**src/rtl/pacc_pkg.sv**
```systemverilog
package pacc_pkg;
  localparam int CNT_W   = 16;
  localparam int PRE_DIV = 64;
  localparam int SYNC_N  = 2;

  typedef enum logic {
    MODE_EVENT = 1'b0,
    MODE_GATED = 1'b1
  } pacc_mode_e;
endpackage

```
**src/rtl/pacc_insync.sv**
```systemverilog
module pacc_insync #(
  parameter int STAGES = 2
) (
  input  logic clk,
  input  logic rst,
  input  logic pin_i,
  output logic level_o,
  output logic rise_o,
  output logic fall_o
);
  logic [STAGES-1:0] chain_q;
  logic              hist_q;

  always_ff @(posedge clk) begin
    if (rst) begin
      chain_q <= '0;
      hist_q  <= 1'b0;
    end else begin
      chain_q <= {chain_q[STAGES-2:0], pin_i};
      hist_q  <= chain_q[STAGES-1];
    end
  end

  assign level_o = chain_q[STAGES-1];
  assign rise_o  = chain_q[STAGES-1] & ~hist_q;
  assign fall_o  = ~chain_q[STAGES-1] & hist_q;
endmodule

```
**src/rtl/pacc_presc.sv**
```systemverilog
module pacc_presc #(
  parameter int DIV = 64
) (
  input  logic clk,
  input  logic rst,
  input  logic run_i,
  output logic tick_o
);
  localparam int PW = (DIV > 1) ? $clog2(DIV) : 1;
  localparam logic [PW-1:0] LAST = PW'(DIV - 1);

  logic [PW-1:0] div_q;

  always_ff @(posedge clk) begin
    if (rst || !run_i)   div_q <= '0;
    else if (div_q == LAST) div_q <= '0;
    else                 div_q <= div_q + 1'b1;
  end

  assign tick_o = run_i && (div_q == LAST);

  // ticks are spaced by the full divide ratio, never back to back
  a_r3_tick_spacing: assert property (@(posedge clk) disable iff (rst)
    tick_o |=> !tick_o);
endmodule

```
**src/rtl/pacc_core.sv**
```systemverilog
module pacc_core #(
  parameter int W = 16
) (
  input  logic         clk,
  input  logic         rst,
  input  logic         en_i,
  input  logic         inc_req_i,
  input  logic         wr_i,
  input  logic [W-1:0] wdata_i,
  input  logic         clr_i,
  output logic [W-1:0] cnt_o,
  output logic         flag_o
);
  logic [W-1:0] cnt_q;
  logic         flag_q;
  logic         step;
  logic         wrap;

  assign step = en_i && inc_req_i && !wr_i;
  assign wrap = step && (cnt_q == {W{1'b1}});

  always_ff @(posedge clk) begin
    if (rst)       cnt_q <= '0;
    else if (wr_i) cnt_q <= wdata_i;
    else if (step) cnt_q <= cnt_q + 1'b1;
  end

  always_ff @(posedge clk) begin
    if (rst)        flag_q <= 1'b0;
    else if (wrap)  flag_q <= 1'b1;
    else if (clr_i) flag_q <= 1'b0;
  end

  assign cnt_o  = cnt_q;
  assign flag_o = flag_q;

  a_r4_flag_on_wrap_only: assert property (@(posedge clk) disable iff (rst)
    $rose(flag_q) |-> (cnt_q == '0 && $past(cnt_q) == {W{1'b1}}));

  a_r6_hold_when_off: assert property (@(posedge clk) disable iff (rst)
    (!en_i && !wr_i) |=> cnt_q == $past(cnt_q));

  a_r7_load_wins: assert property (@(posedge clk) disable iff (rst)
    wr_i |=> cnt_q == $past(wdata_i));

  a_r2_single_step: assert property (@(posedge clk) disable iff (rst)
    !wr_i |=> (cnt_q == $past(cnt_q) || cnt_q == $past(cnt_q) + 1'b1));
endmodule

```
**src/rtl/pulse_accum.sv**
```systemverilog
module pulse_accum
  import pacc_pkg::*;
(
  input  logic             clk,
  input  logic             rst,
  input  logic             pin_in,
  input  logic             acc_en,
  input  logic             mode_gated,
  input  logic             pol_sel,
  input  logic             ovf_ie,
  input  logic             cnt_wr,
  input  logic [CNT_W-1:0] cnt_wdata,
  input  logic             ovf_clr,
  output logic [CNT_W-1:0] count,
  output logic             ovf_flag,
  output logic             irq
);
  pacc_mode_e mode;
  logic       pin_lvl, pin_rise, pin_fall;
  logic       tick;
  logic       inc_req;

  assign mode = pacc_mode_e'(mode_gated);

  pacc_insync #(.STAGES(SYNC_N)) u_sync (
    .clk(clk), .rst(rst), .pin_i(pin_in),
    .level_o(pin_lvl), .rise_o(pin_rise), .fall_o(pin_fall)
  );

  pacc_presc #(.DIV(PRE_DIV)) u_presc (
    .clk(clk), .rst(rst), .run_i(acc_en), .tick_o(tick)
  );

  always_comb begin
    unique case (mode)
      MODE_GATED: inc_req = tick && (pin_lvl == pol_sel);
      default:    inc_req = pol_sel ? pin_rise : pin_fall;
    endcase
  end

  pacc_core #(.W(CNT_W)) u_core (
    .clk(clk), .rst(rst), .en_i(acc_en), .inc_req_i(inc_req),
    .wr_i(cnt_wr), .wdata_i(cnt_wdata), .clr_i(ovf_clr),
    .cnt_o(count), .flag_o(ovf_flag)
  );

  assign irq = ovf_flag & ovf_ie;

  // a request never appears without a pending overflow
  a_r5_irq_needs_flag: assert property (@(posedge clk) disable iff (rst)
    irq |-> ovf_flag);
endmodule

```
**config.mk**
```make
export PLATFORM = sky130hd
export DESIGN_NAME = pulse_accum
export DESIGN_NICKNAME = d
export VERILOG_FILES = /design/src/rtl/pacc_pkg.sv /design/src/rtl/pacc_insync.sv /design/src/rtl/pacc_presc.sv /design/src/rtl/pacc_core.sv /design/src/rtl/pulse_accum.sv
export SDC_FILE = /design/constraint.sdc
export NUM_CORES = 1
export LEC_CHECK = 0
export ABC_AREA = 1
export BUFFER_PORTS_ARGS = -buffer_cell sky130_fd_sc_hd__buf_2
export CAP_MARGIN = 5
export CORE_MARGIN = 5
export CORE_UTILIZATION = 50
export DETAILED_ROUTE_END_ITERATION = 16
export GPL_TIMING_DRIVEN = 0
export PLACE_DENSITY = 0.77
export SLEW_MARGIN = 30
export SYNTH_ARGS = -nofsm -noshare
export SYNTH_HDL_FRONTEND = slang
export SYNTH_SLANG_ARGS = --single-unit
export TNS_END_PERCENT = 100
```
**constraint.sdc**
```tcl
create_clock -name clk -period 1.63 [get_ports clk]
set_input_delay 0.0815 -clock clk [delete_from_list [all_inputs] [get_ports clk]]
set_output_delay 0.0815 -clock clk [all_outputs]
set_load 0.005 [all_outputs]
```
==> flow_summary.json, run 1 <==
{
  "status": "completed",
  "io_pins": 43,
  "synth_top_cell_area_share_pct": 32.2,
  "ys_top_cells_by_area": "dfxtp_1 (32%), nand2_1 (19%), nor2_1 (9.5%)",
  "portBuffers": 42,
  "worstPathMaxFanout": 10,
  "wl_mm": 3.91,
  "die_h_um": 66.8,
  "grt_pass1_wl_mm": 6.69,
  "cts_tree": "yes",
  "yosys.area_share.xor_xnor_pct": 2.17,
  "grt_max_degree": 16,
  "synth_flop_cell": "dfxtp_1",
  "post-dp-hpwl_mm": 2.93,
  "fin_skew_ns": 0.0103,
  "ir_drop_v": 0.000484,
  "yosysMostFrequentCell": "nand2_1",
  "min_path_cells": 4,
  "dr_wl_met2_mm": 1.89,
  "p_leak_nw": 0.928,
  "drt-initial-drc-count": 71,
  "rrSetupSlack_ns": 0.11,
  "synth_compound_area_share_pct": 8.83,
  "clkPwrFrac_pct": 33.1,
  "rsz0062_at_grt": "no",
  "synthMuxAreaShare_pct": 0,
  "power_density_nw_per_um2": 683,
  "area_growth_pct": 23.9,
  "end_kind": "flop",
  "slew_headroom_pct": 62.9,
  "final_layout_size_suffix_gt1_share_pct": 21.7,
  "antenna_found_initial": 0,
  "place_area_um2": 1880,
  "start_util_pct": 52.5,
  "synthSimpleGateAreaFrac_pct": 46.2,
  "hold_class": "in -> reg",
  "post-route-min-period_ns": 1.52,
  "synthesis.nets": 289,
  "m1WireLength_mm": 1.79,
  "first_global_vias": 1596,
  "numCtsBuffers": 3,
  "cts_sinks": 26,
  "finalSetupViolations": 0,
  "die_area_um2": 4470,
  "cts.root.buffer_cell": "clkbuf_4",
  "p_comb_share_pct": 15.3,
  "place_congestion": 0.847,
  "design.core.area_um2": 3080,
  "cp_data_arrival_time_ns": 1.74,
  "grt_use_total_pct": 19.1,
  "wl_met3_um": 199,
  "synthAdderAreaFrac_pct": 1.55,
  "drv_cap": 0,
  "tightest_slew_ns": 0.556,
  "postSynth.asyncResetShare_pct": 0,
  "ys_ff_latch": 26,
  "synth_common_cells": "nand2_1 (80), nor2_1 (41), inv_1 (30)",
  "viasPerCell": 4.89,
  "p_sw_uw": 356,
  "cts_max_level": 1,
  "p_sw_share_pct": 26.1,
  "worstSetupStartpointType": "flop",
  "fin_crit_sh_pct": 93.2,
  "drc": 0,
  "diodes": 0,
  "overflow": 0,
  "cts.reportedPaths.clkPinSlew_ns": 0.14,
  "crit_required_ns": 1.85,
  "total_power_mw": 1.37,
  "tns_ns": 0,
  "syn_area_um2": 1620,
  "clk_latency_ns": 0.33,
  "seq_area_frac_synth_pct": 32.2,
  "critPathKind": "reg -> reg",
  "fin_nets": 341,
  "synth_cell_type_count": 27,
  "num_rows": 20,
  "stdcell_area_um2": 2000,
  "slew_viol_final": 0,
  "synth-edff-count": 0,
  "yosysTopAreaCell": "dfxtp_1",
  "top_layer": "met4",
  "die_x_um": 66.8,
  "ys_warn_count": 0,
  "antenna_left": 0,
  "wl_per_cell_um": 10.9,
  "clk_path_buf_depth": 2,
  "vias": 1746,
  "p_int_mw": 1.01,
  "worstRegToRegCells": 9,
  "syn_area_per_cell_um2": 6.17,
  "synth_cells": 262,
  "first_pass_iters": 4,
  "clock.fmax_mhz": 658,
  "synth_top_family_by_area": "simple AND/OR/NAND/NOR gates",
  "finalHoldViolations": 0,
  "p_seq_share_pct": 51.6
}
==> layout by cell type, fill, tap and decap left out, types with 2 or more instances in the layout <==
master         Yosys  final
nor3_1             3      3
xnor2_1            2      2
inv_1             30     30
xor2_1             2      2
dlygate4sd3_1      0      2
nand3_2            2      4
nand2_2            2      2
nor2_2             2      2
a21oi_1           12     12
dfxtp_1           26     22
nor2_1            41     40
o21bai_1           2      2
o21ai_0            5      5
nand2_1           80     80
clkbuf_4           0      3
buf_2              0     42
nand4_1            7      7
nand3_1           29     27
dfxtp_2            0      4
buf_4              0      3
nor2_4             1      2
clkbuf_1           5      5
==> cells by family after synthesis <==
family | Yosys count
buffers and inverters | 37
DFF | 26
xor gates and xnor gates | 4
adders and majority gates | 2
AOI/OAI and AO/OA | 23
and+or+nand+nor | 170
==> critical path, stage by stage (launching register included) <==
cell,delay [ns]
dfxtp_2,0.36
ha_2,0.20
nand3_2,0.12
o21bai_4,0.17
nand3_4,0.14
buf_6,0.18
nand3_1,0.07
nand2_1,0.05
nor2_1,0.08
nor2_1,0.04
==> sequential cells by signal, summed over array words and instances (netlist names) <==
register	flops
u_presc.div_q	6
u_core.cnt_o	16
u_sync.chain_q	2
u_sync.hist_q	1
u_core.flag_o	1
==> path summary, 6_finish.rpt <==
path	startpoint	end
setup reg to reg	u_presc.div_q[1]	u_core.cnt_o[14]
setup / recovery	u_presc.div_q[1]	u_core.cnt_o[14]
hold reg to reg	u_sync.chain_q[0]	u_sync.chain_q[1]
hold / removal	rst	u_core.cnt_o[1]
==> what timing repair did <==
action,CTS,global route
gates resized for setup,0,9
endpoints found under the hold margin,2,0
gates cloned,0,0
hold buffers,2,0
setup endpoints to repair,1,15
buffers inserted,1,2
pin swaps,0,1
==> per-stage QoR <==
step | instances | hold slack [ns] | utilization, % | worst slack [ns]
6_report | 357 | 0.0167 | 65.0 | 0.110
5_1_grt | 357 | 0.00767 | 65.0 | 0.000526
4_1_cts | 355 | 0.0110 | 63.7 | 0.0268
3_5_place_dp | 348 | 0.295 | 61.1 | 0.0355
3_3_place_gp | 348 | 0.287 | 61.1 | 0.0301
2_1_floorplan | 262 | 0.188 | - | 0.207
==> routing by layer <==
| metal | up-vias | GRT usage (%) |
|---|---|---|
| li1 | 937 | - |
| met1 | 773 | 23.0 |
| met2 | 34 | 33.8 |
| met3 | 2 | 4.89 |
| met4 | 0 | 4.57 |
| met5 | - | 0 |
==> final cells by class <==
cell class              instances  area [um^2]
plain buffers                   7         33.8
clock buffers                   3         22.5
clock inverters                 1         30.0
fillers                       307         1080
inverters                      30          113
multi-input cells             199          968
flip-flops and latches         26          526
well taps                      44         55.1
repair buffers                 47          253
==> power groups by stage <==
stage | Clock [mW] | Combinational (mW) | Sequential, mW
3_5_place_dp | 0 | 0.203 | 0.716
2_1_floorplan | 0 | 0.123 | 0.711
4_1_cts | 0.468 | 0.209 | 0.702
3_3_place_gp | 0 | 0.201 | 0.716
6_report | 0.452 | 0.209 | 0.705
5_1_grt | 0.500 | 0.241 | 0.710
Note: power is estimated with default switching activity, not from simulation.
==> run 2: changes to the inputs <==
--- a/config.mk
+++ b/config.mk
@@ -5,14 +5,13 @@
 export SDC_FILE = /design/constraint.sdc
 export NUM_CORES = 1
 export LEC_CHECK = 0
-export ABC_AREA = 1
 export BUFFER_PORTS_ARGS = -buffer_cell sky130_fd_sc_hd__buf_2
 export CAP_MARGIN = 5
 export CORE_MARGIN = 5
 export CORE_UTILIZATION = 50
 export DETAILED_ROUTE_END_ITERATION = 16
 export GPL_TIMING_DRIVEN = 0
-export PLACE_DENSITY = 0.77
+export PLACE_DENSITY = 0.79
 export SLEW_MARGIN = 30
 export SYNTH_ARGS = -nofsm -noshare
 export SYNTH_HDL_FRONTEND = slang
==> run 2 against run 1 <==
Compared with the run above: the run now ends with hold timing, setup timing left; register-to-register slack worse by 0.36 ns; power is 4.1% higher; critical path type unchanged; clock skew is 0.011 ns higher; wire length is 29% higher; largest cell class unchanged; clock power is 12% lower; worst setup slack worse by 0.36 ns; critical endpoint is now u_core.cnt_o[5]; highest routed layer unchanged; clock-buffer cell count is 1 higher.
==> flow_summary.json, run 2 <==
{
  "status": "finished, violations left",
  "violations": "hold timing, setup timing",
  "cts_sinks": 26,
  "synth-edff-count": 0,
  "largest_reg_flops": 16,
  "cts.reportedPaths.clkPinSlew_ns": 0.17,
  "drv_cap": 0,
  "ir_drop_v": 0.000499,
  "p_leak_nw": 0.872,
  "fin_cells": 278,
  "ys_warn_count": 0,
  "wl_mm": 5.03,
  "viasPerCell": 6.40,
  "slew_viol_final": 0,
  "cts_max_level": 1,
  "die_h_um": 64.1,
  "clk_latency_ns": 0.33,
  "power_density_nw_per_um2": 637,
  "cts.root.buffer_cell": "clkbuf_4",
  "cp_cell_sequence": "and3_2, nand3_1, or4_4, a311oi_2",
  "reg2reg_from": "u_core.cnt_o[3]",
  "hold_class": "in -> reg",
  "critPathKind": "reg -> reg",
  "slew_headroom_pct": 59.1,
  "portBuffers": 42,
  "wl_per_cell_um": 18.1,
  "syn_area_per_cell_um2": 8.35,
  "synthesis.nets": 202,
  "clk_path_buf_depth": 2,
  "worstSetupStartpointType": "flop",
  "start_util_pct": 52.5,
  "critPathSlowestCell": "or4_4",
  "first_global_vias": 1628,
  "grt_use_total_pct": 21.7,
  "yosysMostFrequentCell": "dfxtp_1",
  "antenna_found_initial": 0,
  "die_x_um": 64.1,
  "vias": 1780,
  "die_area_um2": 4100,
  "setup_slack_ns": -0.253,
  "hold-worst-slack_ns": -0.0000526,
  "tightest_slew_ns": 0.613,
  "cts_tree": "yes",
  "worstSetupStartpoint": "u_core.cnt_o[3]",
  "ys_top_cells_by_area": "dfxtp_1 (36%), a311oi_1 (7.2%), nor2_1 (5.1%)",
  "final_common_cell": "buf_2",
  "finalHoldViolations": 1,
  "post-route-min-period_ns": 1.88,
  "hp-start": "cnt_wdata[15]",
  "final_layout_size_suffix_gt1_share_pct": 49.8,
  "place_area_um2": 1730,
  "fin_crit_sh_pct": 116,
  "area_growth_pct": 52.7,
  "crit_path_max_incr_delay_ns": 0.50,
  "num_rows": 19,
  "numCtsBuffers": 3,
  "synth_flop_cell": "dfxtp_1",
  "worstPathMaxFanout": 6,
  "synth_common_cells": "dfxtp_1 (26), nor2_1 (20), a311oi_1 (12), nor2b_1 (12)",
  "finalSetupViolations": 15,
  "overflow": 0,
  "syn_area_um2": 1460,
  "crit_required_ns": 1.85,
  "synth_top_cell_area_share_pct": 35.6,
  "dp.cells": 248,
  "total_power_mw": 1.42,
  "grt_max_degree": 16,
  "drc": 0,
  "grt_pass1_wl_mm": 7.39,
  "post-dp-hpwl_mm": 2.99,
  "fin_nets": 275,
  "drt-initial-drc-count": 82,
  "end_kind": "flop",
  "fin_skew_ns": 0.0209,
  "place_congestion": 0.856,
  "clock.fmax_mhz": 531,
  "postSynth.asyncResetShare_pct": 0,
  "io_pins": 43,
  "yosysTopAreaCell": "dfxtp_1",
  "synth_cells": 175,
  "mostFrequentLayoutCells": "buf_2 (43), buf_4 (21), nor2_1 (19), nor2b_1 (12), dfxtp_2 (11)",
  "ys_ff_latch": 26,
  "synth_cell_type_count": 41,
  "antenna_left": 0,
  "first_pass_iters": 5,
  "cp_data_arrival_time_ns": 2.10,
  "design.core.area_um2": 2780,
  "diodes": 0,
  "stdcell_area_um2": 2230,
  "seq_area_frac_synth_pct": 35.6,
  "rsz0062_at_grt": "yes"
}
==> run 2: logic make-up after synthesis <==
kind of cell / share of synthesized area (%)
XOR/XNOR: 3.00
buffers and inverters: 4.11
flip-flops: 35.6
AO/OA/AOI/OAI: 21.2
adder cells (fa/ha/maj): 1.71
AND/OR/NAND/NOR: 34.3
==> run 2: metrics by stage <==
step,hold slack [ns],worst slack [ns],TNS [ns],util [%]
after global placement,0.291,-0.291,-2.19,62.3
after floorplan,0.210,-0.00115,-0.00115,-
after CTS,0.00507,-0.147,-0.687,72.0
after global routing,0.00901,-0.312,-2.40,80.2
after detailed placement,0.296,-0.296,-2.78,62.3
final,-0.0000526,-0.253,-1.48,80.2
==> run 2: cell type report <==
cell class | count | area (um^2)
Fill cell | 169 | 551
Clock buffer | 4 | 47.5
Multi-Input combinational cell | 135 | 1090
Inverter | 5 | 18.8
Timing Repair Buffer | 68 | 428
Sequential cell | 26 | 557
Tap cell | 31 | 38.8
Buffer | 9 | 46.3
==> run 2: repair_timing <==
| action | 4_1_cts | 5_1_grt |
|---|---|---|
| pin swaps | 14 | 12 |
| hold buffers | 5 | 1 |
| cloned | 2 | 0 |
| setup buffers | 8 | 11 |
| endpoints found under the hold margin | 5 | 1 |
| resized for setup | 26 | 37 |
| setup endpoints to repair | 17 | 17 |
==> run 2: power breakdown <==
part           leakage, nW  internal (mW)  switching [mW]  total [mW]
Sequential           0.222          0.670          0.0477       0.718
Clock               0.0261          0.187           0.209       0.396
Combinational        0.625          0.155           0.152       0.308
Total                0.872           1.01           0.409        1.42
==> run 2: metal layers <==
metal  routed length [um]  vias up  global-route usage (%)  part of all wire, %
li1                     -      814                       -                    -
met1                 1890      855                    26.1                   38
met2                 2630       97                    39.1                   52
met3                  399       14                    3.15                  7.9
met4                  109        0                    7.01                  2.2
met5                    0        -                       0                    0
==> run 2: path summary, 6_finish.rpt <==
path | to | slack, ns | cells after the start
setup / recovery | u_core.cnt_o[5] | -0.25 | 4
hold / removal | u_core.cnt_o[15] | -0.00005 | 3
setup reg to reg | u_core.cnt_o[5] | -0.25 | 4
hold reg to reg | u_sync.chain_q[1] | 0.45 | 1
==> run 2: worst max-delay path: cells and delay by family, from the launching register on <==
kind,cells,cell delay (ns)
and+or+nand+nor,3,1.04
DFF,1,0.43
AOI/OAI and AO/OA,1,0.30
